===== config.mk =====
export PLATFORM = sky130hd
export DESIGN_NAME = stat_dump_ctrl
export DESIGN_NICKNAME = d
export VERILOG_FILES = /design/src/rtl/stat_dump_ctrl.sv
export SDC_FILE = /design/constraint.sdc
export NUM_CORES = 1
export LEC_CHECK = 0
export BUFFER_PORTS_ARGS = -buffer_cell sky130_fd_sc_hd__buf_2
export CORE_MARGIN = 3
export CORE_UTILIZATION = 52
export CTS_CLUSTER_DIAMETER = 40
export DETAILED_ROUTE_END_ITERATION = 10
export PLACE_DENSITY = 0.88
export SLEW_MARGIN = 20
export SYNTH_ARGS = -nofsm -noshare
export SYNTH_HDL_FRONTEND = slang
export SYNTH_SLANG_ARGS = --single-unit

===== constraint.sdc =====
create_clock -name clk -period 1.9 [get_ports clk]
set_input_delay 0.095 -clock clk [delete_from_list [all_inputs] [get_ports clk]]
set_output_delay 0.095 -clock clk [all_outputs]
set_load 0.1 [all_outputs]

===== src/rtl/stat_dump_ctrl.sv =====
module stat_dump_ctrl #(
  parameter int IW = 16,
  parameter int AW = 3,
  parameter int IDW = 2,
  parameter logic [IDW-1:0] PROBE_ID = '0
) (
  input  logic           clk,
  input  logic           rst_n,
  input  logic           cfg_we,
  input  logic [AW-1:0]  cfg_addr,
  input  logic [IW-1:0]  cfg_wdata,
  input  logic           trig_start,
  input  logic           trig_stop,
  output logic           collect_active,
  output logic           clk_gate_en,
  output logic           dump_strobe,
  output logic           clear_strobe,
  output logic [IDW-1:0] dump_id
);
  localparam logic [AW-1:0] A_MASTER = AW'(0);
  localparam logic [AW-1:0] A_SOFT   = AW'(1);
  localparam logic [AW-1:0] A_TRIG   = AW'(2);
  localparam logic [AW-1:0] A_IVAL   = AW'(3);
  localparam logic [AW-1:0] A_MANUAL = AW'(4);
  localparam logic [AW-1:0] A_SEND   = AW'(5);

  logic          master_q, soft_q, trig_q, manual_q, armed_q, dump_q;
  logic [IW-1:0] ival_q, cnt_q;

  wire wr_send  = cfg_we && cfg_addr == A_SEND && cfg_wdata[0];
  wire auto_on  = master_q && soft_q && !manual_q && ival_q != '0;
  wire tick_hit = auto_on && collect_active && cnt_q >= ival_q;
  wire send_hit = wr_send && manual_q && !dump_q;

  assign collect_active = master_q && soft_q && (!trig_q || armed_q);
  assign clk_gate_en    = master_q;
  assign dump_strobe    = dump_q;
  assign clear_strobe   = dump_q;
  assign dump_id        = PROBE_ID;

  always_ff @(posedge clk or negedge rst_n) begin
    if (!rst_n) begin
      master_q <= 1'b0;
      soft_q   <= 1'b0;
      trig_q   <= 1'b0;
      manual_q <= 1'b0;
      ival_q   <= '0;
    end else if (cfg_we) begin
      case (cfg_addr)
        A_MASTER: master_q <= cfg_wdata[0];
        A_SOFT:   soft_q   <= cfg_wdata[0];
        A_TRIG:   trig_q   <= cfg_wdata[0];
        A_IVAL:   ival_q   <= cfg_wdata;
        A_MANUAL: manual_q <= cfg_wdata[0];
        default: ;
      endcase
    end
  end

  always_ff @(posedge clk or negedge rst_n) begin
    if (!rst_n)          armed_q <= 1'b0;
    else if (!trig_q)    armed_q <= 1'b0;
    else if (trig_stop)  armed_q <= 1'b0;
    else if (trig_start) armed_q <= 1'b1;
  end

  always_ff @(posedge clk or negedge rst_n) begin
    if (!rst_n)              cnt_q <= '0;
    else if (!auto_on)       cnt_q <= '0;
    else if (tick_hit)       cnt_q <= '0;
    else if (collect_active) cnt_q <= cnt_q + 1'b1;
  end

  always_ff @(posedge clk or negedge rst_n) begin
    if (!rst_n) dump_q <= 1'b0;
    else        dump_q <= tick_hit || send_hit;
  end

  assert_single_pulse_R9: assert property (@(posedge clk) disable iff (!rst_n)
    dump_q |=> !dump_q);
  assert_gate_covers_collect_R3: assert property (@(posedge clk) disable iff (!rst_n)
    collect_active |-> clk_gate_en);
  assert_idle_timer_R6: assert property (@(posedge clk) disable iff (!rst_n)
    (ival_q == '0 || manual_q) |=> cnt_q == '0);
  assert_manual_dump_cause_R8: assert property (@(posedge clk) disable iff (!rst_n)
    (manual_q ##1 dump_q) |-> $past(wr_send));
  assert_stop_disarms_R4: assert property (@(posedge clk) disable iff (!rst_n)
    (trig_stop || !trig_q) |=> !armed_q);
  assert_timer_reset_R7: assert property (@(posedge clk) disable iff (!rst_n)
    !(master_q && soft_q) |=> cnt_q == '0);
endmodule


## After elaboration in Yosys (flattened, before gate mapping)

Cells that the tools add are included.

- Add/subtract/negate cells: 1
- $lt $le $gt $ge: 1
- Equality and inequality tests: 7
- Mux-type cells: 6
- Reductions and logical operators: 22

Operator list:

| operator | count |
|---|---|
| 16-bit 2-to-1 mux | 3 |
| 16-bit by 1-bit adder with 16-bit output (second input constant) | 1 |
| 16-bit >= comparator | 1 |
| 16-bit nonzero test | 1 |
| 1-bit logical AND | 10 |
| 2-bit AND reduction | 5 |
| 3-bit by 2-bit == test with 1-bit output (second input constant) | 2 |
| 3-bit == test (second input constant) | 2 |
| 3-bit by 1-bit == test with 1-bit output (second input constant) | 1 |
| 1-bit zero test | 3 |
| 3-bit zero test | 1 |
| 1-bit 2-to-1 mux | 3 |
| 3-bit by 2-bit != test with 1-bit output (second input constant) | 1 |
| 3-bit != test (second input constant) | 1 |
| 1-bit logical OR | 2 |

- Bits in registers: 38
- Bits of input ports: 24
- Output and inout bits: 6
- Logic and storage cells: 45

## Longest topological paths before layout

Gate-level depths: netlist (run 1).

- Depth after elaboration: 7
- Mapped depth: 9
- Depth with buffers taken out: 8

## Worst setup path before layout (run 1)

OpenSTA, ideal clock, no wires.

- Path type: register -> output
- Start point: reg master_q (netlist: clk_gate_en)
- End point: out collect_active
- Arrival time: 2352 ps
- Required time: 1805 ps
- Slack: -547 ps
- Stages on the path, launching flop included: 3
- Path buffers: 0
- Cells stage by stage: dfrtp_1 -> nand2_1 -> nor2_1

- Word-level cells in the longest chain between the ends: 2

RTL lines:

| what | RTL line | source |
|---|---|---|
| start, declared | 27 | `logic master_q, soft_q, trig_q, manual_q, armed_q, dump_q;` |
| start signal, assigned | 50 | `A_MASTER: master_q <= cfg_wdata[0];` |
| 1-bit logical AND (2 in a row) | 35 | `assign collect_active = master_q && soft_q && (!trig_q \|\| armed_q);` |
| end, declared | 14 | `output logic collect_active,` |

Every way passes these cells.

## Final worst setup path (run 1)

- Start point: reg ival_q[13]
- End point: reg cnt_q[14]

- Word-level cells in the longest chain between the ends: 6
- Elaborated cells on any way between the ends: 8
- Those cells by class: order compare: 1; eq/ne: 1; mux: 2; reduce/logical: 4

RTL lines:

| what | RTL line | source |
|---|---|---|
| start, declared | 28 | `logic [IW-1:0] ival_q, cnt_q;` |
| start signal, assigned | 53 | `A_IVAL: ival_q <= cfg_wdata;` |
| parallel branches: the longest is 6 deep, another holds 16-bit >= comparator | - |  |
| end signal, assigned | 71 | `else if (collect_active) cnt_q <= cnt_q + 1'b1;` |
| end, declared | 28 |  |

Several ways; the timed one is not identified.
A chain may end at the register's enable or synchronous reset.

==> metrics, run 1 <==
largest buffer count on any clock path=2; hpwl dp=3.564 mm; Slew Limit Fails=0; Synth Area in Adders=9.465%; Main synth FF type=dfrtp_1; met1 WL=2.779 mm; Final #Nets=324; number of nets with antenna violations after routing=0; crit end category=register; I/O pin total=30; WL per Instance=23.34 um; vias in the first global route=2149; # setup viols final=17; CTS clk-pin slew, worst paths=0.08 ns; top-count cell post-synth=dfrtp_1; CTS tree=built; number of enable flip-flop cells after synthesis=0; Min-Delay Path Class=primary input to register; post-layout power=2.450 mW; worst slew pin tran=0.8486 ns; failing checks=setup timing; largest stage delay on the critical path=0.42 ns; Clock Skew=0.007005 ns; met3 wire len=836 um; DRT iter0 DRCs=443; via/cell ratio=6.841; worst vdd ir=0.7300 mV; Sw Share=33.58%; final setup margin=-0.4936 ns; GRT overflow=0; LEAKAGE=1.446 nW; share of post-route cells with drive strength above 1=44.01%; crit path time final=2.394 ns; Sequential Power Share=40.3%; # Max-Cap Violations=0; DR pass1 iterations=6; crit path cell chain=inv_2 > ha_4 > a211oi_2 > nor2_1 > nor4_2 > a21boi_4 > buf_12 > buf_12 > a41oi_2 > a31oi_1; Global Route Usage Sum=25.77%; Synth Area in Simple Gates=18.71%; CTS H-Tree Depth=2; wirelength, routed=7.797 mm; Worst EP required=2.09 ns; hold slack=0.02065 ns; delay-heaviest family, CP=compound AO/OA/AOI/OAI gates; count of input and output buffers=27; clk sinks=38; cell mode on critical path=buf_12; Synth area leaders=dfrtp_1 42%, mux2_2 9.5%, ha_1 9.5%, a31oi_1 7.2%, nand3b_1 3.7%; initial antenna violation count=0; RSZ-0062 raised after global routing=true; vias=2285; Area growth, synth to finish=37.86%; status=finished, violations left; Rel. slew slack=43.43%; gpl congestion=0.7606; CP max stage cell=dfrtp_1; internal power=1.627 mW; Post-synth ARST share=100.0%; core outline area=0.004086 mm^2; cells after synthesis=217; final hold vios=0; Seq/Total Area, Yosys=42.32%; Pwr per Cell Area=790.8 mW/mm^2; mux contribution to synthesized area=10.02%; P_sw=0.8226 mW; global-route wire length before repair=10.27 mm; root buffer cell=clkbuf_8; CP Launch Type=register; WP data arrival=2.58 ns; DP Worst Slack=-0.1897 ns; total CTS buffers=5; Synth top cells by count=38 x dfrtp_1, 26 x a31oi_1, 19 x mux2_2; combinational power share=30.7%; synth unique cells=38; Clk network pwr share=29.0%; row count=23; Skew-Pair Late Insertion Delay=0.30 ns; worst path buffer plus inverter count=3; Top Layer Used=met4; number of synthesized register bits=38; XOR/XNOR Fraction of Synth Area=0%; Synth top area share=42.32%; DRC=0; Synth Area in Compound Gates=12.92%; Initial Util=54.99%; Die W=71.74 um; top cell type by total area after synthesis=dfrtp_1; Post-Syn Area=0.002247 mm^2; reg2reg setup slack=-0.49 ns; Crit Path Max Fanout=6; largest family of logic cells by synthesized area=simple AND/OR/NAND/NOR gates; yosys warns=0; Highest Clock Rate=417.8 MHz; CP Class=register to register; Ant. Diodes=0; pin count of the biggest net entering global routing=39; Syn Area/Cell=10.36 um^2; die area=0.005146 mm^2; die height=71.74 um; period utilisation layout=126.0%; met2 wire length=3.752 mm
power groups by stage:
stage	Combinational [mW]	Sequential (mW)	Clock (mW)
global placement	0.574	0.977	0
CTS	0.645	0.975	0.708
global route	0.796	0.995	0.733
detailed placement	0.601	0.984	0
finish	0.753	0.986	0.711
floorplan	0.326	1.01	0
path summary, 6_finish.rpt:
path | to | start | cells past startpoint
hold / removal | ival_q[9] | cfg_wdata[9] | 2
setup reg to reg | cnt_q[14] | ival_q[13] | 10
max in group asynchronous | cnt_q[3] | rst_n | 2
hold reg to reg | trig_q | trig_q | 1
setup / recovery | cnt_q[14] | ival_q[13] | 10
min in group asynchronous | cnt_q[5] | rst_n | 2
per-layer routing:
layer | GRT usage [%] | vias to the layer above
li1 | - | 941
met1 | 32.15 | 1097
met2 | 42.45 | 198
met3 | 5.330 | 49
met4 | 12.73 | 0
met5 | 0 | -
layout by cell type (no fill, tap or decap), types with 3 or more instances in the layout:
| cell type | instances |
|---|---|
| a21oi_1 | 3 |
| a31oi_1 | 18 |
| a31oi_2 | 6 |
| and3_1 | 8 |
| and4_1 | 4 |
| buf_12 | 5 |
| buf_2 | 27 |
| buf_4 | 33 |
| clkbuf_8 | 5 |
| dfrtp_1 | 36 |
| ha_1 | 11 |
| ha_4 | 6 |
| inv_1 | 15 |
| inv_2 | 3 |
| mux2_2 | 19 |
| nand2_1 | 7 |
| nand2b_1 | 3 |
| nand3_1 | 7 |
| nand3b_1 | 11 |
| nand4_1 | 4 |
| nor2_1 | 7 |
| nor3_1 | 5 |
| nor4_1 | 3 |
| o21ai_1 | 4 |
cells by family (layout without fill, tap and decap cells):
family / after synthesis / in the layout
simple gates: 70 / 70
compound gates: 42 / 42
flops: 38 / 38
buf+inv: 29 / 95
mux: 20 / 20
fa+ha+maj: 17 / 17
other cells: 1 / 2
registers in the layout, indices dropped and copies added, names as in the netlist:
signal        count
armed_q           1
clear_strobe      1
clk_gate_en       1
cnt_q            16
ival_q           16
manual_q          1
soft_q            1
trig_q            1
metrics by stage:
stage | std cells | setup TNS (ns) | cell area, um^2 | util [%]
3_3_place_gp | 316 | -1.137 | 2658 | 65.03
6_report | 334 | -6.175 | 3098 | 75.81
2_1_floorplan | 218 | -0.8700 | 2258 | -
3_5_place_dp | 316 | -2.275 | 2658 | 65.03
4_1_cts | 329 | -3.168 | 2874 | 70.33
5_1_grt | 334 | -6.727 | 3098 | 75.81
repair_timing:
item,4_1_cts,5_1_grt
pin swaps,5,17
gates resized for setup,6,27
setup endpoints to repair,17,17
hold buffers,2,0
hold endpoints to repair,39,0
gates cloned,1,1
setup buffers,2,5
area by class of cell:
cell class,count,area [um^2]
multi-input cells,151,1358
clock inverters,3,45.04
fillers,216,988.4
well taps,50,62.56
clock buffers,5,68.82
flip-flops and latches,38,953.4
repair buffers,69,543.0
inverters,18,67.56
Power figures use the tool's default switching activity.
==> inputs of run 2 (changes only) <==
Settings changed: PLACE_DENSITY 0.88 to 0.76.
==> metrics, run 2 (synthesis results as in run 1) <==
core outline area=0.004086 mm^2 (unchanged); pin count of the biggest net entering global routing=39 (unchanged); initial antenna violation count=0 (unchanged); crit path time final=2.019 ns (-0.3743 ns); worst slew pin tran=0.8466 ns (-0.002013 ns); Worst R2R Start=cnt_q[2]; final core utilization=69.41% (-6.4 points); status=finished, violations left; root buffer cell=clkbuf_8; Reg area=955.9 um^2 (+0.26%); setup_tns=-1.410 ns (+4.765 ns); largest stage delay on the critical path=0.45 ns (+0.03 ns); failing checks=setup timing; row count=23 (unchanged); WL per Instance=15.70 um (-33%); most common cell after layout, fill and taps aside=dfrtp_1; post-layout power=2.287 mW (-6.7%); DP Worst Slack=-0.1640 ns (+0.02567 ns); die area=0.005146 mm^2 (unchanged); reg2reg setup slack=-0.12 ns (+0.37 ns); number of nets with antenna violations after routing=0 (unchanged); Top Registers=cnt_q x16, ival_q x16; # setup viols final=17 (unchanged); commonest non-fill, non-tap cells in the layout=34 x dfrtp_1, 27 x buf_2, 25 x a31oi_1, 24 x buf_4, 19 x mux2_2; Worst EP required=2.10 ns (about the same); Min-Delay Path Class=primary input to register; r2r worst-path depth=8 (-2); Highest Clock Rate=495.2 MHz (+19%); Ant. Diodes=0 (unchanged); Area growth, synth to finish=26.22%; WP data arrival=2.22 ns (-0.36 ns); setup bufs post-CTS=0 (-2); CTS H-Tree Depth=2 (unchanged); clk sinks=38 (unchanged); RSZ-0062 raised after global routing=true; largest buffer count on any clock path=2 (unchanged); final setup margin=-0.1192 ns (+0.3743 ns); reg2reg end=cnt_q[2]; Final #Nets=311 (-4.0%); multi-input logic area=0.001245 mm^2 (-8.3%); share of post-route cells with drive strength above 1=36.16% (-7.9 points); LEAKAGE=1.339 nW (-7.4%); Skew-Pair Late Insertion Delay=0.29 ns (about the same); crit path cell chain=ha_4 > a211o_1 > a31oi_4 > o221ai_4 > a21boi_4 > buf_12 > nand3b_1 > a31oi_1; crit end category=register; DRT iter0 DRCs=147 (-67%); count of input and output buffers=27 (unchanged); # Max-Cap Violations=0 (unchanged); gpl congestion=0.8097 (+6.5%); via/cell ratio=5.785 (-15%); hpwl dp=3.479 mm (-2.4%); GRT overflow=0 (unchanged); Clock Skew=0.007853 ns (+0.0008478 ns); hold depth=2 (unchanged); total CTS buffers=5 (unchanged); hold path startpoint=cfg_wdata[6]; FILL cells=293 (+36%); I/O pin total=30 (unchanged); global-route wire length before repair=8.211 mm (-20%); Pwr per Cell Area=806.3 mW/mm^2 (+2.0%); Slew Limit Fails=0 (unchanged); vias in the first global route=1808 (-16%); vias=1857 (-19%); CP Class=register to register; Min-Delay Endpoint=ival_q[6]; final hold vios=0 (unchanged); CTS tree=built; CTS clk-pin slew, worst paths=0.07 ns (about the same); Crit Path Max Fanout=30 (+24); Global Route Usage Sum=20.41% (-5.4 points); die height=71.74 um (unchanged); Die W=71.74 um (unchanged); DR pass1 iterations=4 (-2); period utilisation layout=106.3% (-20 points); CP max stage cell=dfrtp_2; hold slack=0.03839 ns (+0.01773 ns); CP Launch Type=register; worst vdd ir=0.6046 mV (-17%); Initial Util=54.99% (unchanged); wirelength, routed=5.041 mm (-35%); DRC=0 (unchanged); Rel. slew slack=43.56% (+0.13 points)
==> run 2: cell count changes in the layout (fill, tap and decap cells not counted), moves of 3 or more <==
cell	delta
a31oi_1	+7
a31oi_2	-6
buf_4	-9
clkbuf_8	+3
==> run 2: per-stage QoR <==
step | instance area [um^2] | std cells
3_5_place_dp | 2620 | 311
3_3_place_gp | 2620 | 311
4_1_cts | 2796 | 321
5_1_grt | 2836 | 321
2_1_floorplan | 2258 | 218
6_report | 2836 | 321
==> run 2: worst max path at each step <==
stage | start | to | slack (ns) | depth (start not counted)
2_1_floorplan | clk_gate_en | cnt_q[14] | -0.08 | 6
5_1_grt | cnt_q[2] | cnt_q[3] | -0.23 | 8
4_1_cts | cnt_q[3] | cnt_q[2] | -0.09 | 8
3_3_place_gp | cnt_q[2] | cnt_q[14] | -0.11 | 8
6_report | cnt_q[2] | cnt_q[2] | -0.12 | 8
3_5_place_dp | cnt_q[2] | cnt_q[14] | -0.16 | 8
==> run 2: where the power goes <==
part / switching [mW] / internal, mW / total [mW]
clock: 0.274 / 0.366 / 0.641
combinational: 0.365 / 0.307 / 0.672
sequential: 0.0665 / 0.908 / 0.975
==> run 2: layout make-up <==
type                    count  area share (%)
multi-input cells         151           43.89
flip-flops and latches     38           33.70
repair buffers             56           13.94
clock buffers               8           3.882
inverters                  18           2.382
well taps                  50           2.206
==> run 2: worst max-delay path, delay by kind of cell (launching register included) <==
kind                       cells  cell delay (ns)
DFF                            1             0.45
buffers and inverters          1             0.18
and+or+nand+nor                1             0.09
AOI/OAI and AO/OA              5             0.98
adders and majority gates      1             0.23
==> run 2: timing repair <==
| action | CTS | global route |
|---|---|---|
| hold endpoints to repair | 39 | 0 |
| hold buffers | 2 | 0 |
| pin swaps | 4 | 4 |
| gates resized for setup | 7 | 8 |
| setup endpoints to repair | 17 | 17 |
==> run 2: metal layers <==
layer / track usage [%] / share of wire [%] / vias to the layer above
met4: 8.559 / 2.3 / 0
met3: 4.769 / 4.2 / 10
met2: 33.06 / 49 / 54
met5: 0 / 0 / -
li1: - / - / 919
met1: 26.24 / 45 / 874
==> inputs of run 3 (changes only) <==
Settings changed: SKIP_LAST_GASP set to 1.
==> metrics, run 3 (synthesis results as in run 1) <==
status=finished, violations left; failing checks=setup timing; RSZ-0062 raised after global routing=true; CTS tree=built; Final #Nets=313 (+0.64%); share of post-route cells with drive strength above 1=35.16% (-1.0 points); global-route wire length before repair=8.162 mm (-0.60%); DRC=0 (unchanged); die height=71.74 um (unchanged); Worst EP required=2.11 ns (about the same); crit path cell chain=ha_4 > a211o_1 > a31oi_2 > o221ai_2 > a21boi_4 > clkbuf_16 > nand3b_1 > a31oi_1; final setup margin=-0.2174 ns (-0.09819 ns); DRT iter0 DRCs=191 (+30%); Pwr per Cell Area=792.9 mW/mm^2 (-1.7%); final hold vios=0 (unchanged); I/O pin total=30 (unchanged); Clock Skew=0.007836 ns (-0.00001716 ns); Rel. slew slack=44.24% (+0.68 points); # Max-Cap Violations=0 (unchanged); root buffer cell=clkbuf_8; crit end category=register; Skew-Pair Late Insertion Delay=0.29 ns (about the same); DP Worst Slack=-0.1640 ns (unchanged); gpl congestion=0.8097 (unchanged); commonest non-fill, non-tap cells in the layout=37 x dfrtp_1, 27 x buf_2, 25 x a31oi_1, 24 x buf_4, 19 x mux2_2; WP data arrival=2.33 ns (+0.11 ns); count of input and output buffers=27 (unchanged); worst slew pin tran=0.8364 ns (-0.01014 ns); Die W=71.74 um (unchanged); Global Route Usage Sum=20.32% (-0.089 points); CTS H-Tree Depth=2 (unchanged); LEAKAGE=1.366 nW (+2.0%); initial antenna violation count=0 (unchanged); number of nets with antenna violations after routing=0 (unchanged); core outline area=0.004086 mm^2 (unchanged); total CTS buffers=5 (unchanged); hpwl dp=3.479 mm (unchanged); Area growth, synth to finish=26.28% (about the same); largest buffer count on any clock path=2 (unchanged); worst path buffer plus inverter count=1 (unchanged); setup_tns=-2.863 ns (-1.452 ns); Ant. Diodes=0 (unchanged); Initial Util=54.99% (unchanged); delay-heaviest family, CP=compound AO/OA/AOI/OAI gates; post-layout power=2.250 mW (-1.6%); WL per Instance=15.57 um (-0.86%); CP Launch Type=register; Finished Cell Area=0.002838 mm^2 (about the same); GRT overflow=0 (unchanged); wirelength, routed=5.029 mm (-0.24%); CP max stage cell=dfrtp_1; via/cell ratio=5.858 (+1.3%); DR pass1 iterations=4 (unchanged); # setup viols final=17 (unchanged); vias in the first global route=1786 (-1.2%); vias=1892 (+1.9%); FILL cells=296 (+1.0%); worst vdd ir=0.6315 mV (+4.4%); die area=0.005146 mm^2 (unchanged); Min-Delay Path Class=primary input to register; Slew Limit Fails=0 (unchanged); row count=23 (unchanged); period utilisation layout=111.4% (+5.2 points); Highest Clock Rate=472.3 MHz (-4.6%); Crit Path Max Fanout=15 (-50%); pin count of the biggest net entering global routing=39 (unchanged); placed instance area=0.002620 mm^2 (unchanged); CTS clk-pin slew, worst paths=0.07 ns (about the same); crit path time final=2.117 ns (+0.09818 ns); most common cell after layout, fill and taps aside=dfrtp_1; clk sinks=38 (unchanged); CP Class=register to register; largest stage delay on the critical path=0.44 ns (about the same); Top Registers=cnt_q x16, ival_q x16
## run 3: cell count changes in the layout (fill, tap and decap cells not counted), sizes merged
cell and change:
clkbuf +2
## run 3: path summary, 6_finish.rpt
path	endpoint	slack, ns	cells past startpoint	startpoint
setup reg to reg	cnt_q[2]	-0.22	8	cnt_q[2]
min in group asynchronous	cnt_q[14]	0.45	2	rst_n
hold / removal	ival_q[8]	0.04	2	cfg_wdata[8]
max in group asynchronous	cnt_q[13]	0.89	2	rst_n
setup / recovery	cnt_q[2]	-0.22	8	cnt_q[2]
hold reg to reg	clear_strobe	0.47	1	clear_strobe
## run 3: layer usage
metal	vias to the layer above	track usage, %	wire length [um]
met4	0	8.559	102
met2	64	32.65	2466
met1	897	26.15	2209
met5	-	0	0
li1	921	-	-
met3	10	5.049	251
## run 3: where the power goes
part	total [mW]	switching, mW	internal, mW
sequential	0.974	0.0654	0.908
clock	0.640	0.274	0.366
combinational	0.636	0.344	0.293
## run 3: layout make-up
type / instances / area, um^2 / share of cell area [%]
timing repair buffer: 58 / 445.4 / 15.70
sequential: 38 / 952.2 / 33.55
inverter: 18 / 67.56 / 2.381
multi-input combinational: 151 / 1200 / 42.28
clock buffer: 8 / 110.1 / 3.880
tap: 50 / 62.56 / 2.205
## run 3: timing repair
item | in CTS | in global routing
setup buffers | 0 | 0
gates cloned | 0 | 2
pin swaps | 0 | 8
gates resized for setup | 1 | 8
endpoints found under the setup margin | 17 | 17
hold buffers | 2 | 0
hold endpoints to repair | 39 | 0
## run 3: through the flow
stage / hold slack, ns / std cells / util (%)
2_1_floorplan: -0.2006 / 218 / -
3_3_place_gp: 0.2490 / 311 / 64.12
3_5_place_dp: 0.2514 / 311 / 64.12
4_1_cts: 0.02904 / 321 / 67.45
5_1_grt: 0.02658 / 323 / 69.44
6_report: 0.03833 / 323 / 69.44
